--- src/rtl/wdog_pkg.sv ---
package wdog_pkg;
  localparam int ACT_W = 3;
  localparam int NUM_STAGES = 4;
  localparam int NUM_RST = 3;

  typedef enum logic [ACT_W-1:0] {
    ACT_NONE = 3'd0,
    ACT_IRQ  = 3'd1,
    ACT_CPU  = 3'd2,
    ACT_CORE = 3'd3,
    ACT_SYS  = 3'd4
  } wdog_act_e;
endpackage

--- src/rtl/wdog_stage_ctr.sv ---
module wdog_stage_ctr #(
  parameter int CNT_W      = 16,
  parameter int NSTG       = 4,
  parameter bit BOOT_GUARD = 1'b1,
  localparam int SEL_W     = (NSTG > 1) ? $clog2(NSTG) : 1
) (
  input  logic                  clk,
  input  logic                  rst,
  input  logic                  arm_i,
  input  logic                  feed_i,
  input  logic [NSTG*CNT_W-1:0] limits_i,
  output logic                  fire_o,
  output logic [SEL_W-1:0]      fire_idx_o,
  output logic [SEL_W:0]        stage_q,
  output logic [CNT_W-1:0]      cnt_q,
  output logic                  guard_q
);
  localparam logic [SEL_W:0] DONE_ST = (SEL_W+1)'(NSTG);

  logic [CNT_W-1:0] lim_arr [NSTG];
  logic [CNT_W-1:0] cur_lim;
  logic [CNT_W-1:0] lim_m1;
  logic [SEL_W-1:0] idx;
  logic             running;
  logic             active;
  logic             expire;

  for (genvar g = 0; g < NSTG; g++) begin : g_lim
    assign lim_arr[g] = limits_i[g*CNT_W +: CNT_W];
  end

  assign idx     = stage_q[SEL_W-1:0];
  assign cur_lim = lim_arr[idx];
  assign lim_m1  = (cur_lim == '0) ? '0 : cur_lim - 1'b1;
  assign running = arm_i | guard_q;
  assign active  = running && !feed_i && (stage_q != DONE_ST);
  assign expire  = active && (cnt_q >= lim_m1);

  assign fire_o     = expire;
  assign fire_idx_o = idx;

  always_ff @(posedge clk) begin
    if (rst) begin
      stage_q <= '0;
      cnt_q   <= '0;
      guard_q <= BOOT_GUARD;
    end else begin
      if (feed_i) guard_q <= 1'b0;
      if (!running || feed_i) begin
        stage_q <= '0;
        cnt_q   <= '0;
      end else if (expire) begin
        stage_q <= stage_q + 1'b1;
        cnt_q   <= '0;
      end else if (stage_q != DONE_ST) begin
        cnt_q <= cnt_q + 1'b1;
      end
    end
  end
endmodule

--- src/rtl/wdog_act_map.sv ---
module wdog_act_map
  import wdog_pkg::*;
#(
  parameter bit ALLOW_SYS = 1'b1
) (
  input  logic               fire_i,
  input  logic [ACT_W-1:0]   act_i,
  output logic               irq_set_o,
  output logic [NUM_RST-1:0] rst_trig_o
);
  always_comb begin
    irq_set_o  = 1'b0;
    rst_trig_o = '0;
    if (fire_i) begin
      unique case (act_i)
        ACT_IRQ:  irq_set_o     = 1'b1;
        ACT_CPU:  rst_trig_o[0] = 1'b1;
        ACT_CORE: rst_trig_o[1] = 1'b1;
        ACT_SYS:  rst_trig_o[2] = ALLOW_SYS;
        default:  ;
      endcase
    end
  end
endmodule

--- src/rtl/wdog_pulse.sv ---
module wdog_pulse #(
  parameter int LEN = 8,
  localparam int PW = $clog2(LEN + 1)
) (
  input  logic clk,
  input  logic rst,
  input  logic trig_i,
  output logic pulse_o
);
  logic [PW-1:0] left_q;

  always_ff @(posedge clk) begin
    if (rst) begin
      left_q  <= '0;
      pulse_o <= 1'b0;
    end else if (trig_i) begin
      left_q  <= PW'(LEN - 1);
      pulse_o <= 1'b1;
    end else if (left_q != '0) begin
      left_q <= left_q - 1'b1;
    end else begin
      pulse_o <= 1'b0;
    end
  end
endmodule

--- src/rtl/wdog_escalate.sv ---
module wdog_escalate
  import wdog_pkg::*;
#(
  parameter int CNT_W      = 16,
  parameter int PULSE_LEN  = 8,
  parameter bit ALLOW_SYS  = 1'b1,
  parameter bit BOOT_GUARD = 1'b1
) (
  input  logic                        clk,
  input  logic                        rst,
  input  logic                        arm,
  input  logic                        feed,
  input  logic                        irq_clr,
  input  logic [NUM_STAGES*CNT_W-1:0] stage_limit,
  input  logic [NUM_STAGES*ACT_W-1:0] stage_action,
  output logic                        irq,
  output logic                        cpu_rst,
  output logic                        core_rst,
  output logic                        sys_rst
);
  localparam int SEL_W = $clog2(NUM_STAGES);

  logic               fire;
  logic [SEL_W-1:0]   fire_idx;
  logic [SEL_W:0]     stage_q;
  logic [CNT_W-1:0]   cnt_q;
  logic               guard_q;
  logic [ACT_W-1:0]   act_arr [NUM_STAGES];
  logic [ACT_W-1:0]   act_sel;
  logic               irq_set;
  logic [NUM_RST-1:0] rst_trig;
  logic [NUM_RST-1:0] rst_out;

  wdog_stage_ctr #(
    .CNT_W(CNT_W), .NSTG(NUM_STAGES), .BOOT_GUARD(BOOT_GUARD)
  ) u_ctr (
    .clk(clk), .rst(rst), .arm_i(arm), .feed_i(feed),
    .limits_i(stage_limit), .fire_o(fire), .fire_idx_o(fire_idx),
    .stage_q(stage_q), .cnt_q(cnt_q), .guard_q(guard_q)
  );

  for (genvar g = 0; g < NUM_STAGES; g++) begin : g_act
    assign act_arr[g] = stage_action[g*ACT_W +: ACT_W];
  end
  assign act_sel = act_arr[fire_idx];

  wdog_act_map #(.ALLOW_SYS(ALLOW_SYS)) u_map (
    .fire_i(fire), .act_i(act_sel),
    .irq_set_o(irq_set), .rst_trig_o(rst_trig)
  );

  for (genvar r = 0; r < NUM_RST; r++) begin : g_pulse
    wdog_pulse #(.LEN(PULSE_LEN)) u_pulse (
      .clk(clk), .rst(rst), .trig_i(rst_trig[r]), .pulse_o(rst_out[r])
    );
  end

  always_ff @(posedge clk) begin
    if (rst)          irq <= 1'b0;
    else if (irq_set) irq <= 1'b1;
    else if (irq_clr) irq <= 1'b0;
  end

  assign cpu_rst  = rst_out[0];
  assign core_rst = rst_out[1];
  assign sys_rst  = rst_out[2];
endmodule


--- config.mk ---
export PLATFORM = sky130hd
export DESIGN_NAME = wdog_escalate
export DESIGN_NICKNAME = d
export VERILOG_FILES = /design/src/rtl/wdog_pkg.sv /design/src/rtl/wdog_stage_ctr.sv /design/src/rtl/wdog_act_map.sv /design/src/rtl/wdog_pulse.sv /design/src/rtl/wdog_escalate.sv
export SDC_FILE = /design/constraint.sdc
export NUM_CORES = 1
export LEC_CHECK = 0
export ABC_CLOCK_PERIOD_IN_PS = 9250
export BUFFER_PORTS_ARGS = -buffer_cell sky130_fd_sc_hd__buf_2
export CAP_MARGIN = 0
export CELL_PAD_IN_SITES_DETAIL_PLACEMENT = 0
export CELL_PAD_IN_SITES_GLOBAL_PLACEMENT = 1
export CORE_MARGIN = 3
export CORE_UTILIZATION = 41
export CTS_CLUSTER_SIZE = 25
export DETAILED_ROUTE_END_ITERATION = 6
export GPL_TIMING_DRIVEN = 0
export PLACE_DENSITY = 0.92
export SKIP_CTS_REPAIR_TIMING = 1
export SLEW_MARGIN = 20
export SYNTH_ARGS = -nofsm -noshare
export SYNTH_HDL_FRONTEND = slang
export SYNTH_SLANG_ARGS = --single-unit
--- constraint.sdc ---
create_clock -name clk -period 9.25 [get_ports clk]
set_input_delay 1.85 -clock clk [delete_from_list [all_inputs] [get_ports clk]]
set_output_delay 1.85 -clock clk [all_outputs]
set_load 0.05 [all_outputs]
# After elaboration in Yosys (flattened, before gate mapping)
# Index checks and enable logic that the tools add are counted.
[totals]
input_bits = 81
out_inout_bits = 4
wordCells = 77
ff_bits = 36
[classes]
muxes = 27
add_sub_neg = 6
eq_ne = 8
n_lt_le_gt_ge = 2
reduce_logical = 19
n_bitwise = 2
[op_table]
columns = ["operator", "count"]
rows = [
  ["$mux W16", 3],
  ["$bmux W16 S2", 1],
  ["$mux W3", 9],
  ["$add A16 B1 Y16 const B", 1],
  ["$ge A16 B16 Y1", 1],
  ["$logic_not A16 Y1", 1],
  ["$sub A16 B1 Y16 const B", 1],
  ["$mux W1", 13],
  ["$reduce_bool A4 Y1", 3],
  ["$sub A4 B1 Y4 const B", 3],
  ["$reduce_bool A2 Y1", 4],
  ["$reduce_or A2 Y1", 4],
  ["$bmux W3 S2", 1],
  ["$eq A3 B2 Y1 const B", 2],
  ["$ne A2 B2 Y1 const B", 3],
  ["$add A3 B1 Y3 const B", 1],
  ["$eq A3 B1 Y1 const B", 1],
  ["$eq A3 B3 Y1 const B", 1],
  ["$ge A3 B3 Y1 const B", 1],
  ["$logic_and A1 B1 Y1", 3],
  ["$ne A3 B3 Y1 const B", 1],
  ["$not A2 Y3", 1],
  ["$reduce_or A3 Y1", 1],
  ["$logic_not A1 Y1", 2],
  ["other kinds (2)", 2],
]

# Logic depth before layout (Yosys ltp)
# Gate-level depths: netlist (run 1).
[logic_depth]
word_depth = 10
mapped_depth = 17
depth_no_buf = 14

# By module
# From an unflattened synthesis (run 1), not the netlist that was laid out.
[unflattened]
hier_cells = 314
area_unflattened_um2 = 2959.1
[modules_own_cells]
columns = ["module", "area_each_um2", "instances", "seq_area_each_um2", "cells_each"]
rows = [
  ["wdog_stage_ctr", 2110.8, 1, 400.4, 231],
  ["wdog_pulse", 229.0, 3, 100.1, 24],
  ["wdog_escalate", 113.9, 1, 20.0, 7],
  ["wdog_act_map", 47.5, 1, 0.0, 4],
]

# Worst setup path before layout (run 1)
# Ideal clock, no wire load.
[synth_timing]
path_type = "in2reg"
startpoint = "input stage_limit[51]"
endpoint = "register u_ctr.cnt_q[10]"
t_required_ps = 9122
arrival_ps = 5108
path_stages = 14
path_buffers = 1
setup_slack_ps = 4014
setup_time_ps = 128
path_cell_list = "mux4_4 -> nor4_4 -> nand2_1 -> or4_1 -> xnor2_1 -> nand2_1 -> ha_1 -> nand4_1 -> nor4_1 -> o31ai_1 -> o211a_1 -> o21ai_1 -> clkbuf_1 -> nor2_1"
[synth_between]
elab_chain_cells = 8
word_cells_on_any_way = 9
classes_between = "add/sub: 1; order compare: 1; mux: 4; reduce/logical: 3"
[synth_rtl]
columns = ["element", "line", "text"]
rows = [
  ["from (decl)", "wdog_escalate.sv:14", "input logic [NUM_STAGES*CNT_W-1:0] stage_limit,"],
  ["$bmux W16 S2 (*)", "wdog_stage_ctr.sv:33", "assign cur_lim = lim_arr[idx];"],
  ["$mux W16 (not written as such) (*) (2 in series)", "wdog_stage_ctr.sv:33", ""],
  ["$sub A16 B1 Y16 or $logic_not A16 Y1 (tied branches)", "wdog_stage_ctr.sv:34", "assign lim_m1 = (cur_lim == '0) ? '0 : cur_lim - 1'b1;"],
  ["$mux W16 (*)", "wdog_stage_ctr.sv:34", ""],
  ["$ge A16 B16 Y1 (*)", "wdog_stage_ctr.sv:37", "assign expire = active && (cnt_q >= lim_m1);"],
  ["$logic_and A1 B1 Y1 (*)", "wdog_stage_ctr.sv:37", ""],
  ["$reduce_or A3 Y1 (no source line) (*)", "n/a", ""],
  ["to (signal assigned)", "wdog_stage_ctr.sv:56", "cnt_q <= cnt_q + 1'b1;"],
  ["to (decl)", "wdog_stage_ctr.sv:15", "output logic [CNT_W-1:0] cnt_q,"],
]
# Mark *: on every way between the ends. The rest lies on a longest branch, timed or not. The select of a mux whose other input is x is not followed.
# A chain may end at the register's enable or synchronous reset.

# Worst setup path in the final report (run 1)
[layout_timing]
startpoint = "input stage_limit[51]"
endpoint = "register u_ctr.cnt_q[9]"
# Same word-level chain as after synthesis.

==> flow_summary.json, run 1 <==
{
  "synth_edf_count": 0,
  "vdd_drop_max_mv": 0.140,
  "final_area_mm2": 0.00344,
  "crit_fanout": 10,
  "slew_violations": 0,
  "grtUsageMet3_pct": 3.23,
  "worstSetupPathType": "primary input to flip-flop",
  "drtPass1Iterations": 4,
  "pwr-share-comb_pct": 35.7,
  "p_int_mw": 0.333,
  "multi_input_area_mm2": 0.00199,
  "globalRouteMet2Util_pct": 29.3,
  "synth_cell_types": 42,
  "power_mw": 0.493,
  "pre_cts_ws_ns": 3.30,
  "hold_ws_ns": 0.456,
  "yosys_register_bits": 36,
  "switching_share_pct": 32.4,
  "synthesis.nets": 427,
  "busiest_layer": "met2",
  "setup-tns-final_ns": 0,
  "seqCellArea_um2": 721,
  "n_antenna_cell": 0,
  "cp.required_ns": 9.41,
  "pin_count": 85,
  "clk_latency_ns": 0.28,
  "hold_path.class": "flip-flop to flip-flop",
  "num_rows": 29,
  "die_area_mm2": 0.00794,
  "fillers": 628,
  "post-route-util_pct": 52.6,
  "dieWidth_um": 89.1,
  "post-dp-hpwl_mm": 5.51,
  "use_met1_pct": 24.1,
  "hold_depth": 2,
  "finalClockSkew_ns": 0.00673,
  "htreeDepth": 2,
  "cap_violations": 0,
  "period_share_pct": 61.1,
  "clkSlewWorstSetupHoldPaths_ns": 0.08,
  "pwr-share-clk_pct": 24.0,
  "pwr_density_cell_mw_per_mm2": 144,
  "yosysSeqAreaShare_pct": 25.4,
  "cts_tree": "built",
  "r2r_cells": 15,
  "route.detailed.drc": 0,
  "setup_viol": 0,
  "place_inst": 479,
  "dr.first_iter.drc_count": 92,
  "track_usage_pct": 17.8,
  "power_frac_seq_pct": 40.3,
  "grt_overflow": 0,
  "yosys.area.top_type": "dfxtp_1",
  "fin_crit_ns": 5.65,
  "avgSynthCellArea_um2": 8.88,
  "wl_mm": 6.60,
  "fmax_ghz": 0.177,
  "worstSetupStartpointType": "primary input",
  "placed_cell_area_mm2": 0.00334,
  "yosys_warnings": 0,
  "vias": 2569,
  "syn_area_mm2": 0.00283,
  "hold_viol_final": 0,
  "cp.arrival_ns": 5.81,
  "portBuffers": 83,
  "slew_headroom_pct": 60.4,
  "synth.top_cell.area_share_pct": 25.4,
  "fin_nets": 517,
  "core_area_mm2": 0.00653,
  "cts_sinks": 36,
  "numCtsBuffers": 5,
  "grt_pass1_wl_mm": 11.2,
  "clk_path_buf_depth": 2,
  "netlist_top_cells_area": "dfxtp_1, mux4_2, ha_1",
  "status": "complete, no violations",
  "grt_max_degree": 12,
  "layout_setup_ws_ns": 3.60,
  "switching_power_mw": 0.160,
  "async_reset_ff_share_pct": 0,
  "syn2layout_area_growth_pct": 21.4,
  "ys.flop_type": "dfxtp_1",
  "start_util_pct": 43.4,
  "first_global_vias": 2506,
  "p_leak_nw": 1.52,
  "antenna_found_initial": 0,
  "ant_nets": 0,
  "cp-end-kind": "flip-flop",
  "drt-wirelength-per-cell_um": 13.6,
  "dieHeight_um": 89.1,
  "rsz0062_at_grt": "no",
  "syn_inst": 319,
  "worst_slew_pin_slew_ns": 0.590,
  "fin_cells": 487,
  "vias_per_cell": 5.28,
  "place_congestion": 0.823,
  "clockRootBuffer": "clkbuf_8",
  "drive_gt1_share_pct": 29.3
}
-- path summary, 6_finish.rpt --
kind / start / end / slack (ns)
max: stage_limit[51] / u_ctr.cnt_q[9] / 3.60
min: g_pulse[2].u_pulse.pulse_o / g_pulse[2].u_pulse.pulse_o / 0.46
max reg2reg: u_ctr.stage_q[0] / u_ctr.cnt_q[9] / 4.75
min reg2reg: g_pulse[2].u_pulse.pulse_o / g_pulse[2].u_pulse.pulse_o / 0.46
-- cell usage after synthesis (4+ instances only) --
cell	count
or3_1	8
nand3_1	7
nor3b_1	4
xor2_1	14
and2_1	7
a21oi_1	25
dfxtp_1	36
nand2_1	39
xnor2_1	15
nor2_1	27
nand2b_1	4
inv_1	18
nor3_1	8
mux4_2	17
ha_1	27
clkbuf_1	4
o21ai_0	10
mux2_2	4
nand4_1	9
-- registers in the layout, summed over array words and instances (netlist names) --
register / flops
u_ctr.guard_q: 1
irq: 1
u_ctr.cnt_q: 16
u_ctr.stage_q: 3
g_pulse.u_pulse.left_q: 12
g_pulse.u_pulse.pulse_o: 3
-- cell usage in the layout, fill, tap and decap left out, drive strengths merged, types with 8 or more instances in the layout --
cell / n
clkbuf: 11
nand2: 39
nor2: 27
o21ai: 11
xor2: 14
dfxtp: 36
nor3: 8
ha: 27
or3: 8
xnor2: 15
mux4: 18
nand4: 9
buf: 89
inv: 18
a21oi: 25
-- power by group through the flow --
stage	clock network [mW]	registers, mW	logic (mW)
detailed placement	0	0.202	0.177
floorplan	0	0.198	0.138
global placement	0	0.201	0.170
global route	0.130	0.203	0.205
CTS	0.122	0.198	0.178
finish	0.118	0.199	0.176
-- worst max-delay path, stage by stage --
cell,delay [ns]
buf_2,0.09
mux4_4,0.65
nor4_4,0.38
nand2_1,0.15
or4_1,0.43
xnor2_1,0.16
nand2_1,0.08
ha_1,0.32
nand4_1,0.12
nor4_1,0.30
o31ai_1,0.14
o211a_1,0.14
o21ai_1,0.45
clkbuf_1,0.42
nor2_1,0.10
-- final cells by class --
cell class / count / share of cell area, %
well taps: 77 / 2.80
plain buffers: 10 / 1.53
flip-flops and latches: 36 / 21.0
inverters: 18 / 1.97
clock buffers: 7 / 2.51
clock inverters: 1 / 0.218
multi-input cells: 255 / 57.9
repair buffers: 83 / 12.1
-- layer usage --
metal / vias to the layer above / part of all wire, %
li1: 1321 / -
met1: 1183 / 48
met2: 57 / 47
met3: 8 / 4.1
met4: 0 / 1.1
met5: - / 0
-- kinds of logic after synthesis --
logic type | share of synthesized area, %
multiplexers | 17.0
buffers and inverters | 4.24
AO/OA/AOI/OAI | 9.19
XOR/XNOR | 8.97
flip-flops | 25.4
AND/OR/NAND/NOR | 23.2
adder cells (fa/ha/maj) | 11.9
Note: power is estimated with default switching activity, not from simulation.
==> run 2: changes to the inputs <==
ABC_CLOCK_PERIOD_IN_PS = 4800   (was 9250)
CORE_UTILIZATION = 35   (was 41)
PLACE_DENSITY = 0.84   (was 0.92)
clock period = 4.8 ns   (was 9.25 ns; I/O delays follow)
==> run 2 against run 1 <==
Compared with the run above:
- non-clock buffer count unchanged
- wire length down 2.6%
- utilization down 8.1 points
- worst setup slack worse by 3.2 ns
==> flow_summary.json, run 2 (same netlist as run 1, synthesis figures left out) <==
{
  "status": "complete, no violations",
  "placed_cell_area_mm2": 0.00338,
  "crit_start": "stage_limit[51]",
  "power_mw": 0.950,
  "largest_reg_flops": 16,
  "period_share_pct": 92.1,
  "hold_path.class": "flip-flop to flip-flop",
  "mostFrequentLayoutCells": "buf_2, nand2_1, dfxtp_1",
  "final_common_cell": "buf_2",
  "clk_latency_ns": 0.29,
  "core_area_mm2": 0.00781,
  "cap_violations": 0,
  "crit_slowest_cell": "mux4_4",
  "layout_setup_ws_ns": 0.378,
  "wl_mm": 6.43,
  "final_area_mm2": 0.00347,
  "setup-tns-final_ns": 0,
  "dieWidth_um": 96.0,
  "fin_cells": 512,
  "critPathMaxStageDelay_ns": 0.65,
  "drt-wirelength-per-cell_um": 12.6,
  "die_area_mm2": 0.00921,
  "worst_slew_pin_slew_ns": 0.778,
  "fin_crit_ns": 4.42,
  "hold_ws_ns": 0.465,
  "fmax_ghz": 0.226,
  "vias_per_cell": 5.00,
  "top_regs": "u_ctr.cnt_q (16), g_pulse.u_pulse.left_q (12)",
  "n_antenna_cell": 0,
  "num_rows": 32,
  "cp-end-kind": "flip-flop",
  "p_leak_nw": 1.52,
  "place_inst": 504,
  "syn2layout_area_growth_pct": 22.7,
  "first_global_vias": 2446,
  "antenna_found_initial": 0,
  "crit_fanout": 6,
  "post-route-util_pct": 44.5,
  "vias": 2558,
  "pin_count": 85,
  "portBuffers": 83,
  "clk_path_buf_depth": 2,
  "worstSetupStartpointType": "primary input",
  "vdd_drop_max_mv": 0.135,
  "reg2reg_from": "u_ctr.stage_q[0]",
  "clkSlewWorstSetupHoldPaths_ns": 0.07,
  "pwr_density_cell_mw_per_mm2": 273,
  "cts_tree": "built",
  "drtPass1Iterations": 4,
  "hold_start": "u_ctr.guard_q",
  "htreeDepth": 2,
  "start_util_pct": 36.3,
  "worstSetupPathType": "primary input to flip-flop",
  "rsz0062_at_grt": "no",
  "route.detailed.drc": 0,
  "grt_pass1_wl_mm": 10.8,
  "slew_headroom_pct": 47.7,
  "track_usage_pct": 14.6,
  "setup_viol": 0,
  "finalClockSkew_ns": 0.00910,
  "place_congestion": 0.797,
  "ant_nets": 0,
  "reg2reg_slack_ns": 0.62,
  "cp.required_ns": 4.99,
  "top_register": "u_ctr.cnt_q",
  "fin_nets": 517,
  "dr.first_iter.drc_count": 54,
  "cp.arrival_ns": 4.61,
  "dieHeight_um": 96.0,
  "clockRootBuffer": "clkbuf_8",
  "hold_viol_final": 0,
  "slew_violations": 0,
  "drive_gt1_share_pct": 29.8,
  "grt_overflow": 0,
  "numCtsBuffers": 5,
  "grt_max_degree": 12,
  "pre_cts_ws_ns": -0.212,
  "cts_sinks": 36,
  "post-dp-hpwl_mm": 5.42,
  "worstPathCellList": "buf_2, mux4_4, nor4_4, nand2_1, or4_1, xnor2_1, nand2_1, ha_1, nand4_1, nor4_1, o31ai_1, o211ai_1, nand4_1, and2_1"
}
run 2: final cells by class:
cell class / instances / area (um2)
Tap cell: 102 / 128
Timing Repair Buffer: 83 / 415
Multi-Input combinational cell: 255 / 2000
Clock inverter: 1 / 7.51
Fill cell: 776 / 4330
Clock buffer: 7 / 86.3
Inverter: 18 / 67.6
Sequential cell: 36 / 721
Buffer: 10 / 53.8
run 2: worst paths after layout:
path | to | depth (start not counted)
max reg2reg | g_pulse[1].u_pulse.left_q[3] | 14
min | u_ctr.guard_q | 1
min reg2reg | u_ctr.guard_q | 1
max | g_pulse[1].u_pulse.left_q[3] | 14
run 2: report_power, final:
group / switching [mW] / total, mW / internal (mW)
clock: 0.108 / 0.225 / 0.117
sequential: 0.0351 / 0.383 / 0.348
combinational: 0.163 / 0.342 / 0.179
total: 0.307 / 0.950 / 0.643
run 2: per-layer routing:
layer | part of all wire (%) | wire length (um) | up-vias | GRT usage [%]
met1 | 44 | 2850 | 1172 | 18.4
met2 | 50 | 3200 | 59 | 25.1
met5 | 0 | 0 | - | 0
li1 | - | - | 1316 | -
met4 | 1.5 | 99 | 0 | 4.62
met3 | 4.3 | 276 | 11 | 2.97
run 2: critical path, delay by kind of cell:
kind,cells,cell delay [ns]
multiplexers,1,0.65
XOR/XNOR,1,0.16
AO/OA/AOI/OAI,2,0.41
AND/OR/NAND/NOR,8,2.03
adder cells (fa/ha/maj),1,0.31
buffers and inverters,1,0.10
